--- src/rtl/adram_pkg.sv ---
package adram_pkg;

  typedef enum logic [2:0] {
    ST_IDLE,
    ST_RSET,
    ST_RCD,
    ST_CSET,
    ST_CAS,
    ST_RF_CAS,
    ST_RF_RAS,
    ST_PRE
  } seq_state_t;

  function automatic int unsigned umax(input int unsigned a, input int unsigned b);
    return (a > b) ? a : b;
  endfunction

endpackage

--- src/rtl/adram_ref_timer.sv ---
module adram_ref_timer #(
  parameter int unsigned INTERVAL = 1560
) (
  input  logic clk,
  input  logic rst,
  input  logic ack,
  output logic pending
);
  localparam int unsigned CNT_W = $clog2(INTERVAL + 1);

  logic [CNT_W-1:0] cnt_q;
  logic             tick;

  assign tick = (cnt_q == '0);

  always_ff @(posedge clk) begin
    if (rst) begin
      cnt_q   <= CNT_W'(INTERVAL - 1);
      pending <= 1'b0;
    end else begin
      cnt_q   <= tick ? CNT_W'(INTERVAL - 1) : cnt_q - 1'b1;
      pending <= (pending & ~ack) | tick;
    end
  end

  // a due refresh is not forgotten before it is served
  p_pending_held_r7: assert property (@(posedge clk) disable iff (rst)
    (pending && !ack) |=> pending);

  // the counter always reloads within its range
  p_cnt_range_r7: assert property (@(posedge clk) disable iff (rst)
    cnt_q <= CNT_W'(INTERVAL - 1));

endmodule

--- src/rtl/adram_seq.sv ---
module adram_seq
  import adram_pkg::*;
#(
  parameter int unsigned ROW_W  = 8,
  parameter int unsigned COL_W  = 8,
  parameter int unsigned DATA_W = 16,
  parameter int unsigned T_RCD  = 2,
  parameter int unsigned T_CAS  = 2,
  parameter int unsigned T_RAS  = 6,
  parameter int unsigned T_RP   = 2
) (
  input  logic                                 clk,
  input  logic                                 rst,
  input  logic                                 req,
  input  logic                                 req_we,
  input  logic [ROW_W+COL_W-1:0]               req_addr,
  input  logic [DATA_W-1:0]                    req_wdata,
  input  logic                                 ref_pending,
  output logic                                 ref_ack,
  output logic [DATA_W-1:0]                    rd_data,
  output logic                                 done,
  output logic [umax(ROW_W, COL_W)-1:0]        dram_addr,
  output logic                                 dram_ras_n,
  output logic                                 dram_cas_n,
  output logic                                 dram_we_n,
  output logic                                 dram_oe_n,
  output logic [DATA_W-1:0]                    dram_dq_o,
  output logic                                 dram_dq_oe,
  input  logic [DATA_W-1:0]                    dram_dq_i
);
  localparam int unsigned ADDR_W  = ROW_W + COL_W;
  localparam int unsigned MUX_W   = umax(ROW_W, COL_W);
  localparam int unsigned CAS_LEN = (T_RAS > T_RCD + 1 + T_CAS) ? (T_RAS - T_RCD - 1) : T_CAS;
  localparam int unsigned MAXT    = umax(umax(T_RCD, CAS_LEN), umax(T_RAS, T_RP));
  localparam int unsigned CNT_W   = $clog2(MAXT + 1);

  seq_state_t        state;
  logic [CNT_W-1:0]  cnt;
  logic [ADDR_W-1:0] lat_addr;
  logic              lat_we;
  logic [DATA_W-1:0] lat_wdata;
  logic              last;

  assign last    = (cnt == '0);
  assign ref_ack = (state == ST_IDLE) && ref_pending;

  always_ff @(posedge clk) begin
    if (rst) begin
      state      <= ST_IDLE;
      cnt        <= '0;
      lat_addr   <= '0;
      lat_we     <= 1'b0;
      lat_wdata  <= '0;
      rd_data    <= '0;
      done       <= 1'b0;
      dram_addr  <= '0;
      dram_ras_n <= 1'b1;
      dram_cas_n <= 1'b1;
      dram_we_n  <= 1'b1;
      dram_oe_n  <= 1'b1;
      dram_dq_o  <= '0;
      dram_dq_oe <= 1'b0;
    end else begin
      done <= 1'b0;
      unique case (state)
        ST_IDLE: begin
          if (ref_pending) begin
            dram_cas_n <= 1'b0;
            state      <= ST_RF_CAS;
          end else if (req) begin
            lat_addr  <= req_addr;
            lat_we    <= req_we;
            lat_wdata <= req_wdata;
            dram_addr <= MUX_W'(req_addr[ADDR_W-1:COL_W]);
            state     <= ST_RSET;
          end
        end
        ST_RSET: begin
          dram_ras_n <= 1'b0;
          cnt        <= CNT_W'(T_RCD - 1);
          state      <= ST_RCD;
        end
        ST_RCD: begin
          if (last) begin
            dram_addr  <= MUX_W'(lat_addr[COL_W-1:0]);
            dram_we_n  <= ~lat_we;
            dram_dq_oe <= lat_we;
            dram_dq_o  <= lat_wdata;
            state      <= ST_CSET;
          end else begin
            cnt <= cnt - 1'b1;
          end
        end
        ST_CSET: begin
          dram_cas_n <= 1'b0;
          dram_oe_n  <= lat_we;
          cnt        <= CNT_W'(CAS_LEN - 1);
          state      <= ST_CAS;
        end
        ST_CAS: begin
          if (last) begin
            if (!lat_we) rd_data <= dram_dq_i;
            done       <= 1'b1;
            dram_ras_n <= 1'b1;
            dram_cas_n <= 1'b1;
            dram_we_n  <= 1'b1;
            dram_oe_n  <= 1'b1;
            dram_dq_oe <= 1'b0;
            cnt        <= CNT_W'(T_RP - 1);
            state      <= ST_PRE;
          end else begin
            cnt <= cnt - 1'b1;
          end
        end
        ST_RF_CAS: begin
          dram_ras_n <= 1'b0;
          cnt        <= CNT_W'(T_RAS - 1);
          state      <= ST_RF_RAS;
        end
        ST_RF_RAS: begin
          if (last) begin
            dram_ras_n <= 1'b1;
            dram_cas_n <= 1'b1;
            cnt        <= CNT_W'(T_RP - 1);
            state      <= ST_PRE;
          end else begin
            cnt <= cnt - 1'b1;
          end
        end
        ST_PRE: begin
          if (last) state <= ST_IDLE;
          else      cnt   <= cnt - 1'b1;
        end
        default: state <= ST_IDLE;
      endcase
    end
  end

  // shared pins are settled when either strobe falls
  p_row_stable_r2: assert property (@(posedge clk) disable iff (rst)
    $fell(dram_ras_n) |-> $stable(dram_addr));
  p_col_stable_r2: assert property (@(posedge clk) disable iff (rst)
    ($fell(dram_cas_n) && !dram_ras_n) |-> $stable(dram_addr));

  // write-enable level is settled at the column strobe edge
  p_we_stable_r3: assert property (@(posedge clk) disable iff (rst)
    $fell(dram_cas_n) |-> $stable(dram_we_n));

  // output enable only in reads with the data driver off
  p_oe_read_only_r4: assert property (@(posedge clk) disable iff (rst)
    !dram_oe_n |-> (dram_we_n && !dram_dq_oe));

  // completion is a single-cycle pulse
  p_done_single_r5: assert property (@(posedge clk) disable iff (rst)
    done |=> !done);

  // row strobe is never released while the column strobe stays low
  p_ras_before_cas_r9: assert property (@(posedge clk) disable iff (rst)
    (!dram_ras_n && !dram_cas_n) |=> !(dram_ras_n && !dram_cas_n));

  // a refresh column strobe keeps write enable high
  p_ref_we_high_r7: assert property (@(posedge clk) disable iff (rst)
    (!dram_cas_n && dram_ras_n) |-> dram_we_n);

endmodule

--- src/rtl/adram_ctrl.sv ---
module adram_ctrl
  import adram_pkg::*;
#(
  parameter int unsigned ROW_W   = 8,
  parameter int unsigned COL_W   = 8,
  parameter int unsigned DATA_W  = 16,
  parameter int unsigned CLK_KHZ = 100000,
  parameter int unsigned REF_NS  = 15600,
  parameter int unsigned T_RCD   = 2,
  parameter int unsigned T_CAS   = 2,
  parameter int unsigned T_RAS   = 6,
  parameter int unsigned T_RP    = 2
) (
  input  logic                          clk,
  input  logic                          rst,
  input  logic                          req,
  input  logic                          req_we,
  input  logic [ROW_W+COL_W-1:0]        req_addr,
  input  logic [DATA_W-1:0]             req_wdata,
  output logic [DATA_W-1:0]             rd_data,
  output logic                          done,
  output logic [umax(ROW_W, COL_W)-1:0] dram_addr,
  output logic                          dram_ras_n,
  output logic                          dram_cas_n,
  output logic                          dram_we_n,
  output logic                          dram_oe_n,
  output logic [DATA_W-1:0]             dram_dq_o,
  output logic                          dram_dq_oe,
  input  logic [DATA_W-1:0]             dram_dq_i
);
  localparam longint unsigned REF_RAW = (longint'(CLK_KHZ) * longint'(REF_NS)) / 64'd1000000;
  localparam int unsigned     REF_INTERVAL = (REF_RAW < 64'd2) ? 2 : int'(REF_RAW);

  logic ref_pending;
  logic ref_ack;

  adram_ref_timer #(.INTERVAL(REF_INTERVAL)) u_timer (
    .clk     (clk),
    .rst     (rst),
    .ack     (ref_ack),
    .pending (ref_pending)
  );

  adram_seq #(
    .ROW_W (ROW_W), .COL_W (COL_W), .DATA_W (DATA_W),
    .T_RCD (T_RCD), .T_CAS (T_CAS), .T_RAS (T_RAS), .T_RP (T_RP)
  ) u_seq (
    .clk         (clk),
    .rst         (rst),
    .req         (req),
    .req_we      (req_we),
    .req_addr    (req_addr),
    .req_wdata   (req_wdata),
    .ref_pending (ref_pending),
    .ref_ack     (ref_ack),
    .rd_data     (rd_data),
    .done        (done),
    .dram_addr   (dram_addr),
    .dram_ras_n  (dram_ras_n),
    .dram_cas_n  (dram_cas_n),
    .dram_we_n   (dram_we_n),
    .dram_oe_n   (dram_oe_n),
    .dram_dq_o   (dram_dq_o),
    .dram_dq_oe  (dram_dq_oe),
    .dram_dq_i   (dram_dq_i)
  );

endmodule

--- config.mk ---
export PLATFORM = sky130hd
export DESIGN_NAME = adram_ctrl
export DESIGN_NICKNAME = d
export VERILOG_FILES = /design/src/rtl/adram_pkg.sv /design/src/rtl/adram_ref_timer.sv /design/src/rtl/adram_seq.sv /design/src/rtl/adram_ctrl.sv
export SDC_FILE = /design/constraint.sdc
export NUM_CORES = 1
export LEC_CHECK = 0
export ABC_AREA = 0
export CORE_MARGIN = 2
export CORE_UTILIZATION = 51
export DETAILED_ROUTE_END_ITERATION = 12
export PLACE_DENSITY = 0.8
export SYNTH_ARGS = -nofsm -noshare
export SYNTH_HDL_FRONTEND = slang
export SYNTH_SLANG_ARGS = --single-unit
--- constraint.sdc ---
create_clock -name clk -period 3.7 [get_ports clk]
set_input_delay 0.74 -clock clk [delete_from_list [all_inputs] [get_ports clk]]
set_output_delay 0.74 -clock clk [all_outputs]
set_load 0.1 [all_outputs]
==> run_results.csv, run 1 <==
group,metric,value,unit
synthesis,synth.cells.most_frequent,"127 x nand2_1, 89 x dfxtp_1, 65 x a21oi_1, 25 x nor2_1, 14 x clkbuf_1",
clocking,post_cts_resized,0,
power,total_leakage_power,1.70,nW
outcome,outcome,"finished clean",
power,clkPwrFrac,18.3,%
worst_setup_path,timing.critical_path.required,2.96,ns
synthesis,avgSynthCellArea,8.28,µm²
drt,avgViaCountPerCell,5.35,
placed_design,io_buffers,97,
drt,drt-initial-drc-count,249,
sta,fin_skew,0.00869,ns
sta,final_min_period_over_clock_period,70.4,%
clocking,cts_inserted_buffers,9,
synthesis,yosysTopAreaCellShare,50.1,%
cells_and_area,n_fill_cell,524,
synthesis,yosysMostFrequentCell,"nand2_1",
worst_setup_path,reg2reg_setup_slack,1.44,ns
die,die_area,0.00766,mm²
synthesis,synth_area_leader_cell,"dfxtp_1",
synthesis,cell_count_after_synthesis,430,
drt,antenna_violating_nets_remaining,0,
grt,grt_start_max_net_pins,32,
worst_setup_path,cp.buffers_inverters,1,
worst_setup_path,cp-end-kind,"output pin",
sta,report.final.hold_viol_count,0,
sta,timing.final.crit_period,2.61,ns
placed_design,finalWeightedCongestion,0.772,
power,vdd.ir_drop.worst,0.384,mV
clocking,cts.repair_timing.setup_buffer_count,0,
synthesis,ys_warn_count,0,
drt,number_of_detailed_routing_iterations_run_before_antenna_repair,4,
clocking,cts_sinks,89,
synthesis,synth_area,0.00356,mm²
drt,routed_wirelength,8.18,mm
die,ios,98,
synthesis,synth.lib_cells_used.distinct,51,
clocking,htreeDepth,3,
die,die-height,87.5,µm
placed_design,detailedPlace.worstSlack,1.30,ns
sta,setup_tns,0,ns
worst_setup_path,cp-start-kind,"register",
worst_setup_path,worstPathMaxFanout,2,
power,power_density,780,mW/mm²
die,die_width,87.5,µm
placed_design,detailed_place_hpwl,5.60,mm
grt,gr-total-overflow,0,
grt,vias_in_the_first_global_route,2944,
worst_setup_path,cell_breakdown_of_the_critical_path,"clkdlybuf4s50_1",
cells_and_area,drive_above_1_share,5.79,%
clocking,insertion_delay,0.35,ns
die,coreArea,0.00676,mm²
power,switchingPower,1.73,mW
sta,setup_viol,0,
worst_setup_path,critPathKind,"register to output pin",
sta,timing.slew.headroom,32.9,%
cells_and_area,fin_util,69.9,%
worst_setup_path,cp_slowest_cell,"clkdlybuf4s50_1",
power,cell_internal_pwr,1.95,mW
synthesis,number_of_nets_produced_by_synthesis,486,
sta,total_count_of_max_transition_violations_in_the_final_report,0,
worst_setup_path,arrival,1.87,ns
sta,postLayoutSetupSlackWorst,1.09,ns
sta,worst-slew-pin-transition,1.00,ns
worst_setup_path,max_stage_delay,1.15,ns
cells_and_area,seq_area,0.00178,mm²
min_path,hold_path_class,"register to register",
power,switching_share,47.0,%
drt,drc_errors,0,
synthesis,synth_async_sr_flop_share,0,%
grt,grt_pass1_wl,13.1,mm
synthesis,synth-edff-count,0,
drt,avgRoutedWirePerCell,13.7,µm
cells_and_area,area_growth_syn_to_layout,32.7,%
die,rows,30,
synthesis,dominantRegCellSynth,"dfxtp_1",
synthesis,netlist_top_cells_area,"dfxtp_1 50%, nand2_1 13%, a21oi_1 9.1%",
flow_run,maxCapViolCount,0,
synthesis,synth_sequential_area_ratio,50.1,%
cells_and_area,area_of_the_multi_input_gates,0.00163,mm²
power,share_seq_of_total_power,35.3,%
synthesis,postSynthRegisterBits,89,
cells_and_area,diodes,0,
clocking,tritoncts,"built",
sta,timing_limited_maximum_frequency,0.384,GHz
worst_setup_path,timing.critical_path.max_delay_family,"buffers and inverters",
grt,antenna_found_initial,0,
die,initial_core_util,52.7,%
grt,total_grt_usage,21.5,%
clocking,cts_root_buf,"clkbuf_8",
clocking,clock_path_buffers,2,
power,power.combinational.fraction,46.4,%
drt,dr_total_vias,3201,
sta,rsz0062_at_grt,"no",
clocking,worst_setup_hold_path_clk_slew,0.09,ns
cells_and_area,fin_nets,569,
clocking,ctsHoldBuffers,0,
-- flip-flops by register name (all words and copies together) (netlist names) --
signal	count
u_seq.lat_wdata	16
u_seq.dram_dq_oe	1
u_seq.dram_ras_n	1
u_seq.cnt	3
u_timer.pending	1
u_seq.dram_oe_n	1
u_seq.dram_addr	8
u_timer.cnt_q	11
u_seq.dram_we_n	1
u_seq.done	1
u_seq.rd_data	16
u_seq.lat_addr	8
u_seq.state	3
u_seq.lat_we	1
u_seq.dram_cas_n	1
u_seq.dram_dq_o	16
-- per-stage QoR --
| step | area [µm²] | total power [mW] | hold WS, ns | instances |
|---|---|---|---|---|
| 4_1_cts | 4720 | 3.70 | 0.438 | 598 |
| 2_1_floorplan | 3560 | 2.69 | 0.379 | 430 |
| 3_5_place_dp | 4520 | 3.03 | 0.413 | 582 |
| 6_report | 4720 | 3.68 | 0.435 | 598 |
| 3_3_place_gp | 4520 | 2.99 | 0.397 | 582 |
| 5_1_grt | 4720 | 3.89 | 0.467 | 598 |
-- metal layers --
metal | routed length (µm) | track usage (%) | vias to the layer above
met3 | 627 | 7.35 | 6
met5 | 0 | 0 | -
met1 | 3590 | 26.6 | 1463
met4 | 80 | 5.59 | 0
met2 | 3880 | 36.2 | 112
li1 | - | - | 1620
-- power by group through the flow --
stage	combinational (mW)	clock, mW	sequential (mW)
5_1_grt	1.83	0.728	1.33
4_1_cts	1.71	0.689	1.30
6_report	1.71	0.674	1.30
3_5_place_dp	1.71	0	1.32
3_3_place_gp	1.68	0	1.31
2_1_floorplan	0.803	0	1.89
-- cells by family (layout without fill, tap and decap cells) --
kind of cell	Yosys count	in the layout	synth area share (%)
xor+xnor	7	7	1.72
compound gates	101	101	16.7
buf+inv	35	123	4.18
flops	89	89	50.1
simple gates	184	184	23.1
mux	10	10	2.81
fa+ha+maj	4	4	1.41
-- cell type report --
| cell class | instances | area share, % |
|---|---|---|
| clock buffers | 9 | 2.62 |
| clock inverters | 7 | 1.67 |
| inverters | 8 | 0.636 |
| multi-input cells | 306 | 34.5 |
| flip-flops and latches | 89 | 37.7 |
| well taps | 80 | 2.12 |
| repair buffers | 99 | 20.8 |
-- placed cells by master, fill, tap and decap left out, types with 2 or more instances in the layout --
cell type          n
nand2_1          127
clkdlybuf4s50_1   96
o21bai_1           2
clkbuf_8           9
xnor2_1            6
or4_1              2
clkinv_4           4
a221oi_1           2
ha_1               4
nor3b_1            2
buf_4              2
a21oi_1           65
mux2i_1           10
nor4b_1            2
nand2b_1           7
o22ai_1            2
nor4_1             2
dfxtp_1           89
inv_1              8
nor3_1             3
nand3_1            2
a211oi_1           9
nor2_1            25
o21ai_0            6
a22oi_1            2
-- path summary, 6_finish.rpt --
kind                                               startpoint                        endpoint  depth (start not counted)
worst min-delay path              u_timer.cnt_q[0]$_SDFF_PP1_     u_timer.cnt_q[0]$_SDFF_PP1_                          1
worst max register to register    u_seq.state[2]$_SDFFE_PP0P_  u_seq.rd_data[15]$_SDFFE_PP0P_                          4
worst min register to register    u_timer.cnt_q[0]$_SDFF_PP1_     u_timer.cnt_q[0]$_SDFF_PP1_                          1
worst max-delay path            u_seq.dram_dq_oe$_SDFFE_PP0P_                      dram_dq_oe                          1
No activity file was read; power rests on OpenSTA's default activity.
==> run 2: changes to the inputs <==
--- a/config.mk
+++ b/config.mk
@@ -7,9 +7,9 @@
 export LEC_CHECK = 0
 export ABC_AREA = 0
 export CORE_MARGIN = 2
-export CORE_UTILIZATION = 51
+export CORE_UTILIZATION = 43
 export DETAILED_ROUTE_END_ITERATION = 12
-export PLACE_DENSITY = 0.8
+export PLACE_DENSITY = 0.72
 export SYNTH_ARGS = -nofsm -noshare
 export SYNTH_HDL_FRONTEND = slang
 export SYNTH_SLANG_ARGS = --single-unit
==> constraint.sdc (replaced) <==
create_clock -name clk -period 2.2 [get_ports clk]
set_input_delay 0.44 -clock clk [delete_from_list [all_inputs] [get_ports clk]]
set_output_delay 0.44 -clock clk [all_outputs]
set_load 0.1 [all_outputs]
==> run_results.csv, run 2 (synthesis results as in run 1) <==
group,metric,value,unit
sta,worst-slew-pin-transition,0.622,ns
grt,vias_in_the_first_global_route,3061,
flow_run,maxCapViolCount,0,
clocking,cts.repair_timing.setup_buffer_count,0,
clocking,cts_root_buf,"clkbuf_8",
cells_and_area,area_growth_syn_to_layout,33.1,%
cells_and_area,drive_above_1_share,16.6,%
cells_and_area,final_cell_mix,"127 x nand2_1, 89 x dfxtp_1, 65 x a21oi_1, 60 x buf_4, 50 x clkdlybuf4s50_1",
sta,whs,0.417,ns
cells_and_area,diodes,0,
worst_setup_path,cp-end-kind,"register",
die,die_width,95.0,µm
cells_and_area,layout_top_registers,"u_seq.dram_dq_o x16, u_seq.lat_wdata x16, u_seq.rd_data x16",
drt,avgRoutedWirePerCell,13.3,µm
power,vdd.ir_drop.worst,0.473,mV
worst_setup_path,arrival,2.12,ns
drt,drc_errors,0,
worst_setup_path,cp-start-kind,"register",
drt,routed_wirelength,8.42,mm
clocking,cts_inserted_buffers,9,
cells_and_area,seq_area,0.00178,mm²
grt,antenna_found_initial,0,
drt,antenna_violating_nets_remaining,0,
die,initial_core_util,43.8,%
die,die-height,95.0,µm
worst_setup_path,critPathKind,"register to register",
clocking,htreeDepth,3,
cells_and_area,area_of_the_multi_input_gates,0.00163,mm²
min_path,hold_path_class,"register to register",
worst_setup_path,cp_slowest_cell,"or4_1",
clocking,clock_path_buffers,2,
sta,timing.slew.headroom,58.5,%
clocking,cts_sinks,89,
clocking,insertion_delay,0.35,ns
sta,final_min_period_over_clock_period,86.3,%
grt,gr-total-overflow,0,
clocking,tritoncts,"built",
worst_setup_path,max_stage_delay,0.73,ns
worst_setup_path,timing.critical_path.required,2.42,ns
die,ios,98,
worst_setup_path,worstPathMaxFanout,16,
sta,timing_limited_maximum_frequency,0.527,GHz
drt,avgViaCountPerCell,5.00,
sta,total_count_of_max_transition_violations_in_the_final_report,0,
cells_and_area,n_fill_cell,723,
placed_design,finalWeightedCongestion,0.826,
clocking,post_cts_resized,0,
placed_design,detailed_place_hpwl,6.01,mm
outcome,outcome,"finished clean",
die,rows,33,
cells_and_area,fin_nets,582,
drt,dr_total_vias,3175,
worst_setup_path,cell_breakdown_of_the_critical_path,"inv_1 -> ha_1 -> nand2b_2 -> or4_1 -> nand2_1 -> a21oi_1",
grt,grt_start_max_net_pins,36,
sta,report.final.hold_viol_count,0,
drt,number_of_detailed_routing_iterations_run_before_antenna_repair,4,
grt,grt_pass1_wl,13.9,mm
cells_and_area,final_common_cell,"nand2_1",
cells_and_area,fin_util,58.3,%
sta,setup_tns,0,ns
sta,fin_skew,0.00969,ns
sta,rsz0062_at_grt,"no",
die,coreArea,0.00813,mm²
clocking,ctsHoldBuffers,0,
clocking,worst_setup_hold_path_clk_slew,0.09,ns
drt,drt-initial-drc-count,152,
placed_design,io_buffers,97,
power,power_density,1330,mW/mm²
power,total_leakage_power,1.84,nW
grt,total_grt_usage,19.4,%
die,die_area,0.00902,mm²
sta,timing.final.crit_period,1.90,ns
sta,setup_viol,0,
## run 2: area by class of cell
| type | count | share of cell area, % |
|---|---|---|
| multi-input cells | 306 | 34.4 |
| flip-flops and latches | 89 | 37.6 |
| inverters | 8 | 0.634 |
| clock buffers | 9 | 2.61 |
| well taps | 105 | 2.77 |
| repair buffers | 112 | 20.6 |
| clock inverters | 6 | 1.43 |
## run 2: through the flow
| stage | power (mW) | worst slack [ns] | area [µm²] | cells |
|---|---|---|---|---|
| 2_1_floorplan | 4.53 | 0.527 | 3560 | 430 |
| 3_3_place_gp | 5.20 | 0.349 | 4550 | 620 |
| 3_5_place_dp | 5.25 | 0.270 | 4550 | 620 |
| 4_1_cts | 6.36 | 0.272 | 4740 | 635 |
| 5_1_grt | 6.70 | 0.144 | 4740 | 635 |
| 6_report | 6.31 | 0.301 | 4740 | 635 |
## run 2: where the power goes
group	leakage, nW	internal, mW	switching (mW)	total, mW
clock	0.0970	0.524	0.579	1.10
sequential	0.725	1.91	0.214	2.13
combinational	1.02	0.930	2.14	3.07
total	1.84	3.37	2.94	6.31
## run 2: layer usage
layer	share of wire (%)	global-route usage, %
met5	0	0
met2	45	31.4
met1	47	24.6
met3	6.9	5.27
met4	1.7	7.61
## run 2: worst paths after layout
path                                from  slack (ns)  cells after the start                        endpoint
max            u_seq.cnt[0]$_SDFFE_PP0P_        0.30                      6  u_seq.rd_data[12]$_SDFFE_PP0P_
min reg2reg  u_timer.cnt_q[0]$_SDFF_PP1_        0.42                      1     u_timer.cnt_q[0]$_SDFF_PP1_
min          u_timer.cnt_q[0]$_SDFF_PP1_        0.42                      1     u_timer.cnt_q[0]$_SDFF_PP1_
max reg2reg    u_seq.cnt[0]$_SDFFE_PP0P_        0.30                      6  u_seq.rd_data[12]$_SDFFE_PP0P_
## run 2: worst max-delay path, delay by kind of cell (launching register included)
kind / cells / cell delay, ns
flip-flops: 1 / 0.35
adder cells (fa/ha/maj): 1 / 0.19
AO/OA/AOI/OAI: 1 / 0.08
buffers and inverters: 1 / 0.09
AND/OR/NAND/NOR: 3 / 1.06
==> run 3: changes to the inputs <==
--- a/config.mk
+++ b/config.mk
@@ -9,7 +9,7 @@
 export CORE_MARGIN = 2
 export CORE_UTILIZATION = 43
 export DETAILED_ROUTE_END_ITERATION = 12
-export PLACE_DENSITY = 0.72
+export PLACE_DENSITY = 0.73
 export SYNTH_ARGS = -nofsm -noshare
 export SYNTH_HDL_FRONTEND = slang
 export SYNTH_SLANG_ARGS = --single-unit
==> run_results.csv, run 3 (synthesis results as in run 1) <==
group,metric,value,unit
min_path,hold_path_class,"register to register",
drt,routed-wl-met3,606,µm
grt,vias_in_the_first_global_route,2934,
drt,avgViaCountPerCell,4.96,
power,power_density,1340,mW/mm²
flow_run,maxCapViolCount,0,
drt,dr.max_layer_used,"met4",
cells_and_area,layout_top_registers,"u_seq.dram_dq_o x16, u_seq.lat_wdata x16, u_seq.rd_data x16",
placed_design,io_buffers,97,
power,power.combinational.fraction,48.5,%
worst_setup_path,arrival,2.15,ns
cells_and_area,fin_nets,582,
worst_setup_path,critPathKind,"register to register",
placed_design,detailedPlace.worstSlack,0.312,ns
worst_setup_path,cp-end-kind,"register",
die,die-height,95.0,µm
sta,setup_viol,0,
clocking,worst_setup_hold_path_clk_slew,0.09,ns
sta,setup_tns,0,ns
clocking,clock_path_buffers,2,
sta,total_count_of_max_transition_violations_in_the_final_report,0,
drt,antenna_violating_nets_remaining,0,
sta,final_min_period_over_clock_period,85.3,%
drt,m1WireLength,3.78,mm
clocking,cts_sinks,89,
clocking,htreeDepth,3,
clocking,cts.repair_timing.setup_buffer_count,0,
drt,dr_total_vias,3154,
drt,drc_errors,0,
clocking,insertion_delay,0.35,ns
worst_setup_path,cell_breakdown_of_the_critical_path,"or3b_1 -> nor2_4 -> nand2_1 -> a21oi_1",
cells_and_area,diodes,0,
sta,timing_limited_maximum_frequency,0.533,GHz
die,ios,98,
clocking,post_cts_resized,0,
power,cell_internal_pwr,3.41,mW
die,die_area,0.00902,mm²
grt,grt_pass1_wl,13.5,mm
cells_and_area,area_growth_syn_to_layout,33.4,%
die,coreArea,0.00813,mm²
cells_and_area,final_cell_mix,"127 x nand2_1, 89 x dfxtp_1, 65 x a21oi_1, 61 x buf_4, 50 x clkdlybuf4s50_1",
sta,postLayoutSetupSlackWorst,0.323,ns
die,initial_core_util,43.8,%
worst_setup_path,worstPathMaxFanout,16,
drt,route.met2.wl,3.90,mm
placed_design,detailed_place_hpwl,6.00,mm
worst_setup_path,cp-start-kind,"register",
outcome,outcome,"finished clean",
sta,rsz0062_at_grt,"no",
power,clkPwrFrac,18.3,%
drt,drt-initial-drc-count,127,
sta,worst-slew-pin-transition,0.554,ns
clocking,tritoncts,"built",
worst_setup_path,max_stage_delay,0.64,ns
grt,gr-total-overflow,0,
worst_setup_path,timing.critical_path.required,2.48,ns
cells_and_area,drive_above_1_share,16.8,%
power,total_leakage_power,1.85,nW
die,die_width,95.0,µm
power,vdd.ir_drop.worst,0.503,mV
sta,timing.final.crit_period,1.88,ns
sta,timing.slew.headroom,63.1,%
drt,number_of_detailed_routing_iterations_run_before_antenna_repair,4,
grt,grt_start_max_net_pins,33,
cells_and_area,final_common_cell,"nand2_1",
clocking,cts_inserted_buffers,9,
drt,routed_wirelength,8.42,mm
sta,report.final.hold_viol_count,0,
grt,total_grt_usage,18.9,%
drt,avgRoutedWirePerCell,13.2,µm
grt,antenna_found_initial,0,
die,rows,33,
power,switchingPower,2.95,mW
power,switching_share,46.4,%
sta,fin_skew,0.0143,ns
placed_design,finalWeightedCongestion,0.820,
clocking,cts_root_buf,"clkbuf_8",
worst_setup_path,cp_slowest_cell,"or3b_1",
power,share_seq_of_total_power,33.2,%
clocking,ctsHoldBuffers,0,
run 3: cell count changes in the layout (fill, tap and decap cells not counted):
cell      previous run  this run
clkinv_2             2         0
buf_4               60        61
buf_12               1         0
inv_6                0         1
clkbuf_8             9        10
clkinv_4             1         2
run 3: worst max-delay path, delay by kind of cell (launching register included):
kind | cells | cell delay, ns
AO/OA/AOI/OAI | 1 | 0.14
AND/OR/NAND/NOR | 3 | 1.17
flip-flops | 1 | 0.50
run 3: path summary, 6_finish.rpt:
path	start	endpoint	slack, ns	depth (start not counted)
worst max-delay path	u_seq.state[1]$_SDFFE_PP0P_	u_seq.dram_dq_o[1]$_SDFFE_PP0P_	0.32	4
worst min-delay path	u_timer.cnt_q[0]$_SDFF_PP1_	u_timer.cnt_q[0]$_SDFF_PP1_	0.43	1
worst max register to register	u_seq.state[1]$_SDFFE_PP0P_	u_seq.dram_dq_o[1]$_SDFFE_PP0P_	0.32	4
worst min register to register	u_timer.cnt_q[0]$_SDFF_PP1_	u_timer.cnt_q[0]$_SDFF_PP1_	0.43	1
run 3: area by class of cell:
type	count	area, µm²
Multi-Input combinational cell	306	1630
Sequential cell	89	1780
Inverter	8	30.0
Timing Repair Buffer	112	963
Fill cell	725	3390
Clock buffer	10	138
Tap cell	105	131
Clock inverter	6	75.1
run 3: power by group through the flow:
stage               Sequential, mW  Combinational [mW]  Clock [mW]
CTS                           2.11                3.10        1.19
floorplan                     3.18                1.35           0
global placement              2.13                3.04           0
finish                        2.11                3.08        1.17
detailed placement            2.14                3.09           0
global route                  2.15                3.32        1.26
run 3: through the flow:
stage | instance area [µm²] | hold slack (ns) | power, mW | instances | util (%)
global placement | 4540 | 0.393 | 5.17 | 620 | 55.8
floorplan | 3560 | 0.379 | 4.53 | 430 | -
finish | 4750 | 0.425 | 6.36 | 636 | 58.4
CTS | 4750 | 0.425 | 6.39 | 636 | 58.4
global route | 4750 | 0.446 | 6.73 | 636 | 58.4
detailed placement | 4540 | 0.408 | 5.23 | 620 | 55.8
run 3: routing by layer:
layer  vias up  GRT usage [%]
met2        86           30.9
li1       1635              -
met1      1419           23.9
met3        14           5.03
met4         0           7.13
met5         -              0
